--- src/rtl/sdt_pkg.sv ---
// Package: shared types for the SDRAM bank command state tracker.
// Assumes the command code equals {ras_n,cas_n,we_n} sampled while cs_n is low.
package sdt_pkg;

    // Per-bank condition codes; the values are visible on the ports.
    typedef enum logic [2:0] {
        BK_IDLE   = 3'd0,
        BK_OPEN   = 3'd1,
        BK_RD     = 3'd2,
        BK_WR     = 3'd3,
        BK_RD_AP  = 3'd4,
        BK_WR_AP  = 3'd5,
        BK_CLOSE  = 3'd6,
        BK_UNUSED = 3'd7
    } bank_st_e;

    // Decoded commands; the value is the raw {ras_n,cas_n,we_n} pattern.
    typedef enum logic [2:0] {
        C_MRS = 3'b000,
        C_REF = 3'b001,
        C_PRE = 3'b010,
        C_ACT = 3'b011,
        C_WR  = 3'b100,
        C_RD  = 3'b101,
        C_BST = 3'b110,
        C_NOP = 3'b111
    } cmd_e;

    // True for conditions in which a burst counter is running.
    function automatic logic in_burst(bank_st_e s);
        return (s == BK_RD) || (s == BK_WR) || (s == BK_RD_AP) || (s == BK_WR_AP);
    endfunction

endpackage

--- src/rtl/sdt_cmd_decode.sv ---
// Module: sdt_cmd_decode
// Turns the raw strobe pins into a command and classifies it as addressed
// to one bank or to the whole device. Purely combinational.
// Assumes: a deselected cycle (cs_n high) is a no-op.
module sdt_cmd_decode
    import sdt_pkg::*;
(
    input  logic cs_n,
    input  logic ras_n,
    input  logic cas_n,
    input  logic we_n,
    output cmd_e cmd,
    output logic bank_cmd,
    output logic dev_cmd
);

    // Map the strobe pattern to a command; deselect forces a no-op.
    always_comb begin
        if (cs_n) begin
            cmd = C_NOP;
        end else begin
            cmd = cmd_e'({ras_n, cas_n, we_n});
        end
    end

    // Split commands into per-bank and device-wide groups.
    always_comb begin
        dev_cmd  = (cmd == C_REF) || (cmd == C_MRS);
        bank_cmd = !dev_cmd && (cmd != C_NOP);
    end

endmodule

--- src/rtl/sdt_bank_fsm.sv ---
// Module: sdt_bank_fsm
// Condition tracker for one bank. It runs the burst and closing countdown
// and judges every per-bank command that addresses it (hit high). A rejected
// command is treated as a no-op, so the countdown keeps running.
// Assumes: device-wide commands never reach this module as hits.
module sdt_bank_fsm
    import sdt_pkg::*;
#(
    parameter int BURST_LEN  = 4,
    parameter int PRE_CYCLES = 2,
    parameter int ROW_W      = 12
) (
    input  logic             clk,
    input  logic             rst_n,
    input  cmd_e             cmd,
    input  logic             hit,
    input  logic             ap_bit,
    input  logic [ROW_W-1:0] row_addr,
    output bank_st_e         state,
    output logic [ROW_W-1:0] open_row,
    output logic             cmd_bad,
    output logic             is_idle
);

    localparam int CNT_MAX = (BURST_LEN > PRE_CYCLES) ? BURST_LEN : PRE_CYCLES;
    localparam int CNT_W   = $clog2(CNT_MAX) + 1;
    localparam logic [CNT_W-1:0] BURST_LOAD = CNT_W'(BURST_LEN - 1);
    localparam logic [CNT_W-1:0] CLOSE_LOAD = CNT_W'(PRE_CYCLES - 1);

    bank_st_e         st_q, st_tick, st_d;
    logic [CNT_W-1:0] cnt_q, cnt_tick, cnt_d;
    logic [ROW_W-1:0] row_q, row_d;
    logic             bad;

    // Advance on its own: burst countdown, then the closing countdown.
    always_comb begin
        st_tick  = st_q;
        cnt_tick = cnt_q;
        unique case (st_q)
            BK_RD, BK_WR: begin
                if (cnt_q == '0) st_tick = BK_OPEN;
                else             cnt_tick = cnt_q - CNT_W'(1);
            end
            BK_RD_AP, BK_WR_AP: begin
                if (cnt_q == '0) begin
                    st_tick  = BK_CLOSE;
                    cnt_tick = CLOSE_LOAD;
                end else begin
                    cnt_tick = cnt_q - CNT_W'(1);
                end
            end
            BK_CLOSE: begin
                if (cnt_q == '0) st_tick = BK_IDLE;
                else             cnt_tick = cnt_q - CNT_W'(1);
            end
            default: ;
        endcase
    end

    // Judge an addressed command and pick the next condition.
    always_comb begin
        st_d  = st_tick;
        cnt_d = cnt_tick;
        row_d = row_q;
        bad   = 1'b0;
        if (hit) begin
            unique case (cmd)
                C_ACT: begin
                    if (st_q == BK_IDLE) begin
                        st_d  = BK_OPEN;
                        row_d = row_addr;
                    end else begin
                        bad = 1'b1;
                    end
                end
                C_PRE: begin
                    if (st_q == BK_OPEN || st_q == BK_RD || st_q == BK_WR) st_d = BK_IDLE;
                    else if (st_q != BK_IDLE)                              bad  = 1'b1;
                end
                C_RD, C_WR: begin
                    if (st_q == BK_OPEN || st_q == BK_RD || st_q == BK_WR) begin
                        cnt_d = BURST_LOAD;
                        if (cmd == C_RD) st_d = ap_bit ? BK_RD_AP : BK_RD;
                        else             st_d = ap_bit ? BK_WR_AP : BK_WR;
                    end else begin
                        bad = 1'b1;
                    end
                end
                C_BST: begin
                    if (st_q == BK_RD) st_d = BK_OPEN;
                    else               bad  = 1'b1;
                end
                default: ;
            endcase
            if (bad) begin
                st_d  = st_tick;
                cnt_d = cnt_tick;
                row_d = row_q;
            end
        end
    end

    // Condition, counter and row registers.
    always_ff @(posedge clk) begin
        if (!rst_n) begin
            st_q  <= BK_IDLE;
            cnt_q <= '0;
            row_q <= '0;
        end else begin
            st_q  <= st_d;
            cnt_q <= cnt_d;
            row_q <= row_d;
        end
    end

    assign state    = st_q;
    assign open_row = row_q;
    assign cmd_bad  = bad;
    assign is_idle  = (st_q == BK_IDLE);

endmodule

--- src/rtl/sdt_bank_tracker.sv ---
// Module: sdt_bank_tracker (top)
// Watches the command pins and keeps one condition tracker per bank. It
// routes per-bank commands by bank_sel, judges device-wide commands against
// all banks, and registers a one-cycle flag for any command not permitted.
// Assumes: BURST_LEN is 1, 2, 4 or 8; PRE_CYCLES is at least 1.
module sdt_bank_tracker
    import sdt_pkg::*;
#(
    parameter int BANKS      = 2,
    parameter int BURST_LEN  = 4,
    parameter int PRE_CYCLES = 2,
    parameter int ROW_W      = 12,
    localparam int BA_W      = (BANKS > 1) ? $clog2(BANKS) : 1
) (
    input  logic                   clk,
    input  logic                   rst_n,
    input  logic                   cs_n,
    input  logic                   ras_n,
    input  logic                   cas_n,
    input  logic                   we_n,
    input  logic [BA_W-1:0]        bank_sel,
    input  logic                   ap_bit,
    input  logic [ROW_W-1:0]       row_addr,
    output logic [BANKS*3-1:0]     bank_state_o,
    output logic [BANKS*ROW_W-1:0] open_row_o,
    output logic                   illegal_o
);

    cmd_e             cmd;
    logic             bank_cmd;
    logic             dev_cmd;
    logic [BANKS-1:0] hit;
    logic [BANKS-1:0] bad;
    logic [BANKS-1:0] idle;
    logic             flag_d;
    logic             flag_q;

    sdt_cmd_decode u_dec (
        .cs_n    (cs_n),
        .ras_n   (ras_n),
        .cas_n   (cas_n),
        .we_n    (we_n),
        .cmd     (cmd),
        .bank_cmd(bank_cmd),
        .dev_cmd (dev_cmd)
    );

    // One tracker per bank; hit routes per-bank commands.
    for (genvar b = 0; b < BANKS; b++) begin : g_bank
        bank_st_e st;

        assign hit[b] = bank_cmd && (bank_sel == BA_W'(b));

        sdt_bank_fsm #(
            .BURST_LEN (BURST_LEN),
            .PRE_CYCLES(PRE_CYCLES),
            .ROW_W     (ROW_W)
        ) u_fsm (
            .clk     (clk),
            .rst_n   (rst_n),
            .cmd     (cmd),
            .hit     (hit[b]),
            .ap_bit  (ap_bit),
            .row_addr(row_addr),
            .state   (st),
            .open_row(open_row_o[b*ROW_W +: ROW_W]),
            .cmd_bad (bad[b]),
            .is_idle (idle[b])
        );

        assign bank_state_o[b*3 +: 3] = st;
    end

    // Device-wide commands need every bank idle; others use the bank verdict.
    always_comb begin
        if (dev_cmd) flag_d = !(&idle);
        else         flag_d = |bad;
    end

    // Register the flag so it lasts exactly one cycle per command.
    always_ff @(posedge clk) begin
        if (!rst_n) flag_q <= 1'b0;
        else        flag_q <= flag_d;
    end

    assign illegal_o = flag_q;

endmodule

--- config.mk ---
export PLATFORM = sky130hd
export DESIGN_NAME = sdt_bank_tracker
export DESIGN_NICKNAME = d
export VERILOG_FILES = /design/src/rtl/sdt_pkg.sv /design/src/rtl/sdt_cmd_decode.sv /design/src/rtl/sdt_bank_fsm.sv /design/src/rtl/sdt_bank_tracker.sv
export SDC_FILE = /design/constraint.sdc
export NUM_CORES = 1
export LEC_CHECK = 0
export CAP_MARGIN = 0
export CORE_MARGIN = 2
export CORE_UTILIZATION = 53
export CTS_CLUSTER_SIZE = 20
export DETAILED_ROUTE_END_ITERATION = 7
export PLACE_DENSITY = 0.84
export SYNTH_ARGS = -nofsm -noshare
export SYNTH_HDL_FRONTEND = slang
export SYNTH_HIERARCHICAL = 1
export SYNTH_SLANG_ARGS = --single-unit
--- constraint.sdc ---
create_clock -name clk -period 4.6 [get_ports clk]
set_clock_uncertainty 0.15 [all_clocks]
set_input_delay 0.46 -clock clk [delete_from_list [all_inputs] [get_ports clk]]
set_output_delay 0.46 -clock clk [all_outputs]
set_load 0.01 [all_outputs]
==> results of run 1 <==
==> cells by family after synthesis <==
logic type	Yosys count	synth area share, %
AO/OA/AOI/OAI	59	19.0
XOR/XNOR	2	0.818
adder cells (fa/ha/maj)	6	3.51
buffers and inverters	28	7.25
flip-flops	37	34.6
multiplexers	30	14.0
AND/OR/NAND/NOR	89	20.8
==> per-stage QoR <==
stage | util, % | power [W] | instances | worst slack (ps) | area, um^2
finish | 68.2 | 0.000633 | 343 | 2120 | 2690
CTS | 68.2 | 0.000638 | 343 | 2120 | 2690
floorplan | - | 0.000373 | 251 | 2600 | 2140
global placement | 65.8 | 0.000402 | 335 | 1910 | 2590
global route | 68.2 | 0.000657 | 343 | 1960 | 2690
detailed placement | 65.8 | 0.000403 | 335 | 1840 | 2590
==> state kept, by name, indices dropped and copies added (netlist names) <==
register and cells:
g_bank.u_fsm/cnt_q 6, illegal_o 1, g_bank.u_fsm/open_row 24, g_bank.u_fsm/state 6
==> power groups by stage <==
stage	Clock [W]	Sequential [W]	Combinational, W
after global placement	0	0.000333	0.0000694
after CTS	0.000242	0.000325	0.0000711
final	0.000236	0.000325	0.0000717
after detailed placement	0	0.000333	0.0000705
after floorplan	0	0.000334	0.0000388
after global routing	0.000254	0.000326	0.0000772
==> critical path: stages <==
cell and delay [ps]:
sky130_fd_sc_hd__clkdlybuf4s50_1 470, sky130_fd_sc_hd__or2_1 480, sky130_fd_sc_hd__nor2_1 340, sky130_fd_sc_hd__nand3_2 390, sky130_fd_sc_hd__mux2i_1 290, sky130_fd_sc_hd__nor2_1 50
==> synthesized netlist by cell type, types with 5 or more instances <==
library cell,number,area share (%)
sky130_fd_sc_hd__a21oi_1,16,3.7
sky130_fd_sc_hd__dfxtp_1,37,35
sky130_fd_sc_hd__ha_1,6,3.5
sky130_fd_sc_hd__inv_1,8,1.4
sky130_fd_sc_hd__mux2i_1,30,14
sky130_fd_sc_hd__nand2_1,18,3.2
sky130_fd_sc_hd__nand3_1,5,1.2
sky130_fd_sc_hd__nor2_1,36,6.3
sky130_fd_sc_hd__o21ai_0,8,1.9
==> routing by layer <==
layer	vias to the layer above	routed length (um)	GRT usage (%)	share of wire, %
li1	976	-	-	-
met1	916	2230	27.4	46
met2	31	2510	38.0	51
met3	2	114	4.50	2.3
met4	0	28	4.59	0.57
met5	-	0	0	0
==> final cells by class <==
class | count | area share [%]
Timing Repair Buffer | 50 | 18.6
Sequential cell | 37 | 27.5
Clock buffer | 6 | 3.07
Clock inverter | 2 | 0.512
Multi-Input combinational cell | 186 | 46.3
Inverter | 12 | 1.67
Tap cell | 50 | 2.33
==> worst min-delay path by stage <==
stage | from | end | cells past startpoint
4_1_cts | g_bank[0].u_fsm/open_row[2]$_SDFFE_PN0P_ | g_bank[0].u_fsm/open_row[2]$_SDFFE_PN0P_ | 2
2_1_floorplan | g_bank[0].u_fsm/open_row[0]$_SDFFE_PN0P_ | g_bank[0].u_fsm/open_row[0]$_SDFFE_PN0P_ | 2
3_3_place_gp | g_bank[1].u_fsm/open_row[7]$_SDFFE_PN0P_ | g_bank[1].u_fsm/open_row[7]$_SDFFE_PN0P_ | 2
5_1_grt | g_bank[0].u_fsm/open_row[9]$_SDFFE_PN0P_ | g_bank[0].u_fsm/open_row[9]$_SDFFE_PN0P_ | 2
3_5_place_dp | g_bank[0].u_fsm/open_row[2]$_SDFFE_PN0P_ | g_bank[0].u_fsm/open_row[2]$_SDFFE_PN0P_ | 2
6_report | g_bank[1].u_fsm/open_row[3]$_SDFFE_PN0P_ | g_bank[1].u_fsm/open_row[3]$_SDFFE_PN0P_ | 2
==> Implementation_results.wiki, run 1 <==
{| class="wikitable"
! Metric !! Value
|-
| Fraction of final layout cells with drive strength greater than 1 || 9.22%
|-
| Number of nets with antenna violations after routing || 0
|-
| Switching power total || 0.000154 W
|-
| Clock insertion delay at the later pin of the skew report || ~280 ps
|-
| Area used by sequential logic in the layout || approximately 740 um^2
|-
| Part of the power in registers || about 51%
|-
| Cell area after synthesis || between 0.002 and 0.0025 mm^2
|-
| Effective utilization at floorplan || 54.3%
|-
| Estimated wirelength of the detail-placed design || ~3.5 mm
|-
| Critical Path End Type || register
|-
| Number of cells produced by synthesis || approximately 250
|-
| Maximum clock frequency || about 400 MHz
|-
| Violation count after the first detailed-route iteration || 102
|-
| Die Span Y || 67.6 um
|-
| Worst Max-Slew Pin Slew || around 650 ps
|-
| Total area of multi-input combinational cells || 0.00124 mm^2
|-
| Final routed wire length divided by cell count || approximately 14 um
|-
| GP Congestion || around 0.80
|-
| TritonCTS clock tree || done
|-
| Worst hold slack || 349 ps
|-
| Part of the power in combinational logic || between 10% and 20%
|-
| Switching part of the total || 24.4%
|-
| Final hold violation count || 0
|-
| RR Startpoint || g_bank[0].u_fsm/cnt_q[0]$_SDFF_PN0_
|-
| Die Outline Area || 0.00456 mm^2
|-
| Crit path launch || ras_n
|-
| Hold-fix buffers, CTS || 0
|-
| Final count of negative-setup-slack endpoints || 0
|-
| Core area || slightly below 0.004 mm^2
|-
| Post-synthesis average cell area || between 8 and 9 um^2
|-
| Final worst path period share || a little over half
|-
| Depth of the most critical reg-to-reg path || 10
|-
| Number of global-route vias before repair || approximately 1600
|-
| Worst ir drop on vdd || about 0.20 mV
|-
| Post_cts resized || 0
|-
| P_int || around 0.00048 W
|-
| Worst R2R End || g_bank[0].u_fsm/cnt_q[0]$_SDFF_PN0_
|-
| Total of warnings raised by yosys || 6
|-
| Diodes inserted || 0
|-
| Horizontal die dimension || around 68 um
|-
| DR DRC count || 0
|-
| Number of distinct library cells after synthesis || 43
|-
| Cell at the root of the clock tree || sky130_fd_sc_hd__clkbuf_8
|-
| Number of levels in the clock H-tree || 2
|-
| Startpoint kind of the worst setup timing path || input port
|-
| Power density over cell area || approximately 240 mW/mm^2
|-
| Worst setup endpoint || g_bank[1].u_fsm/open_row[10]$_SDFFE_PN0P_
|-
| Clock Sinks || 37
|-
| Class of the most critical hold timing path || register to register
|-
| Slew HR || 56.6%
|-
| Setup Total Neg Slack || 0 ps
|-
| Fill cell instance count of the final layout || 313
|-
| CP Data Arrival Time || 2490 ps
|-
| Number of antenna violations at the first check in global routing || 0
|-
| Clock-pin slew reported for the worst setup and hold paths after clock tree synthesis || around 70 ps
|-
| TritonCTS buffer count || 5
|-
| Syn-to-layout area delta || 25.7%
|-
| RSZ-0062 raised after global routing || no
|-
| Total gr overflow || 0
|-
| Number of buffers inserted to repair setup after CTS || 0
|-
| Input/output buffers || 50
|-
| Main synth FF type || sky130_fd_sc_hd__dfxtp_1
|-
| Setup CP Type || input port to register
|-
| Most common library cell in the layout ignoring fill and taps || sky130_fd_sc_hd__clkdlybuf4s50_1
|-
| Via density per instance || ~5.6
|-
| Aggregate routed wire length || between 4 and 5 mm
|-
| First-pass iteration count of the detailed router || 6
|-
| Data required time of the critical path || between 4000 and 5000 ps
|-
| Via count of the routed design || 1925
|-
| Final number of max-transition violations || 0
|-
| Setup slack of the worst register-to-register path || between 2000 and 2500 ps
|-
| Status || complete, no violations
|-
| Commonest cells after routing, fill and taps aside || sky130_fd_sc_hd__clkdlybuf4s50_1, sky130_fd_sc_hd__dfxtp_1, sky130_fd_sc_hd__nor2_1
|-
| Part of the Yosys area used for sequential elements || roughly a third
|-
| Critical Path Fanout Max || 18
|-
| Count of maximum capacitance violations || 0
|-
| Standby leakage power || ~1.2 nW
|-
| Number of nets in the final layout || 318
|-
| Top-level port count || 51
|-
| Global-route wire length before repair || between 7 and 8 mm
|-
| Clock network power share || a little under two fifths
|-
| Clock Tree Buf Depth || 2
|-
| Overall track demand over capacity in global routing || 21.7%
|-
| Post-synthesis register bit count || 37
|-
| Count of standard-cell rows || 23
|-
| FFs w/ async S/R, synth || 0%
|-
| Maximum number of pins on one net before global-route repair || 22
|-
| Number of enable-type register cells in the synthesized netlist || 0
|-
| Final critical delay including setup and external delays || ~2500 ps
|-
| Post-Synthesis Net Count || 277
|}
Power figures use the tool's default switching activity.
==> run 2: changes to the inputs <==
Settings changed: CORE_UTILIZATION 53 to 45, PLACE_DENSITY 0.84 to 0.76.
Clock period 4.6 ns to 2.05 ns, I/O delays scaled along.
==> Implementation_results.wiki, run 2 (synthesized netlist as in run 1, its figures left out) <==
{| class="wikitable"
! Metric !! Value
|-
| Number of global-route vias before repair || around 1900
|-
| Number of antenna violations at the first check in global routing || 0
|-
| Critical path's largest stage delay || 630 ps
|-
| Count of maximum capacitance violations || 0
|-
| Fraction of final layout cells with drive strength greater than 1 || a little under a fifth
|-
| Final routed wire length divided by cell count || about 14 um
|-
| Fraction of the core area covered by cells at the end of the flow || between 60% and 70%
|-
| Power density over cell area || 531 mW/mm^2
|-
| CP Data Arrival Time || roughly 1600 ps
|-
| Cell Area, Placed || around 0.0028 mm^2
|-
| Number of nets with antenna violations after routing || 0
|-
| RSZ-0062 raised after global routing || no
|-
| Setup Total Neg Slack || 0 ps
|-
| Horizontal die dimension || 73.0 um
|-
| Input/output buffers || 50
|-
| Global-route wire length before repair || between 8 and 9 mm
|-
| Critical Path Fanout Max || 14
|-
| Setup CP Type || register to primary output
|-
| Via density per instance || approximately 5.4
|-
| Worst ir drop on vdd || approximately 0.40 mV
|-
| Count of standard-cell rows || 25
|-
| Data required time of the critical path || roughly 1700 ps
|-
| Violation count after the first detailed-route iteration || 72
|-
| Clock insertion delay at the later pin of the skew report || 290 ps
|-
| Number of levels in the clock H-tree || 2
|-
| First-pass iteration count of the detailed router || 4
|-
| Most common library cell in the layout ignoring fill and taps || sky130_fd_sc_hd__clkdlybuf4s50_1
|-
| TritonCTS buffer count || 5
|-
| Die Span Y || ~73 um
|-
| Number of nets in the final layout || between 300 and 400
|-
| TritonCTS clock tree || done
|-
| Hold-fix buffers, CTS || 0
|-
| Total gr overflow || 0
|-
| Effective utilization at floorplan || 45.9%
|-
| Worst Max-Slew Pin Slew || a little under 500 ps
|-
| Maximum clock frequency || 525 MHz
|-
| Buffers and inverters on the worst path || 1
|-
| Via count of the routed design || slightly above 2000
|-
| Core area || 0.00466 mm^2
|-
| Top-level port count || 51
|-
| Class of the most critical hold timing path || register to register
|-
| Estimated wirelength of the detail-placed design || 4.04 mm
|-
| Clock Sinks || 37
|-
| Startpoint kind of the worst setup timing path || register
|-
| Cell at the root of the clock tree || sky130_fd_sc_hd__clkbuf_8
|-
| Final count of negative-setup-slack endpoints || 0
|-
| Aggregate routed wire length || approximately 5.4 mm
|-
| DR DRC count || 0
|-
| Critical Path End Type || primary output
|-
| Overall track demand over capacity in global routing || between 20% and 30%
|-
| Design Power || between 0.0015 and 0.002 W
|-
| Final number of max-transition violations || 0
|-
| GP Congestion || 0.839
|-
| Standby leakage power || 1.33 nW
|-
| Slew HR || between 60% and 70%
|-
| Status || complete, no violations
|-
| Flip-flop count of the largest register after layout || 24
|-
| Maximum number of pins on one net before global-route repair || 19
|-
| Worst path top cell family by delay || flip-flops
|-
| Final hold violation count || 0
|-
| Final critical delay including setup and external delays || between 1500 and 2000 ps
|-
| Diodes inserted || 0
|-
| Final worst path period share || about 93%
|-
| Clock-pin slew reported for the worst setup and hold paths after clock tree synthesis || ~80 ps
|-
| Syn-to-layout area delta || 39.0%
|-
| Commonest cells after routing, fill and taps aside || sky130_fd_sc_hd__clkdlybuf4s50_1, sky130_fd_sc_hd__dfxtp_1, sky130_fd_sc_hd__nor2_1
|-
| Clock Tree Buf Depth || 2
|-
| Max stage delay cell, worst path || sky130_fd_sc_hd__dfxtp_1
|-
| Critical Path, Cell by Cell || clkdlybuf4s50_1
|-
| Post-route cell area || just under 0.003 mm^2
|-
| Die Outline Area || ~0.0053 mm^2
|}
-- run 2: final timing paths --
| check | slack [ps] | from | depth (start not counted) | to |
|---|---|---|---|---|
| worst max-delay path | 150 | g_bank[1].u_fsm/state[2]$_SDFF_PN0_ | 1 | bank_state_o[5] |
| worst min-delay path | 350 | g_bank[1].u_fsm/open_row[8]$_SDFFE_PN0P_ | 2 | g_bank[1].u_fsm/open_row[8]$_SDFFE_PN0P_ |
| worst max register to register | 150 | g_bank[1].u_fsm/cnt_q[0]$_SDFF_PN0_ | 10 | g_bank[1].u_fsm/cnt_q[0]$_SDFF_PN0_ |
| worst min register to register | 350 | g_bank[1].u_fsm/open_row[8]$_SDFFE_PN0P_ | 2 | g_bank[1].u_fsm/open_row[8]$_SDFFE_PN0P_ |
-- run 2: timing repair --
| action | CTS | global route |
|---|---|---|
| pin swaps | 0 | 2 |
| buffers inserted | 0 | 1 |
| endpoints found under the setup margin | 1 | 4 |
| gates resized for setup | 1 | 5 |
-- run 2: report_power, final --
group,internal [W],total [W],switching (W)
logic,0.000101,0.000192,0.0000907
registers,0.000725,0.000729,0.00000396
clock network,0.000395,0.000659,0.000264
-- run 2: metrics by stage --
stage / setup WS [ps] / hold slack [ps] / std cells
after floorplan: 191 / 172 / 251
after detailed placement: -320 / 333 / 367
after global placement: -182 / 325 / 367
after global routing: 6.75 / 377 / 376
final: 146 / 349 / 376
after CTS: 84.4 / 352 / 375
-- run 2: layout make-up --
cell class | instances | area (um^2)
well taps | 54 | 67.6
flip-flops and latches | 37 | 741
clock buffers | 6 | 82.6
fillers | 404 | 1680
multi-input cells | 186 | 1260
repair buffers | 79 | 746
inverters | 12 | 45.0
clock inverters | 2 | 37.5
-- run 2: layer usage --
metal	track usage (%)	up-vias	part of all wire (%)
met5	0	-	0
met4	7.61	0	1.9
met3	4.83	9	3.7
met2	35.3	44	50
met1	25.9	945	45
li1	-	1034	-
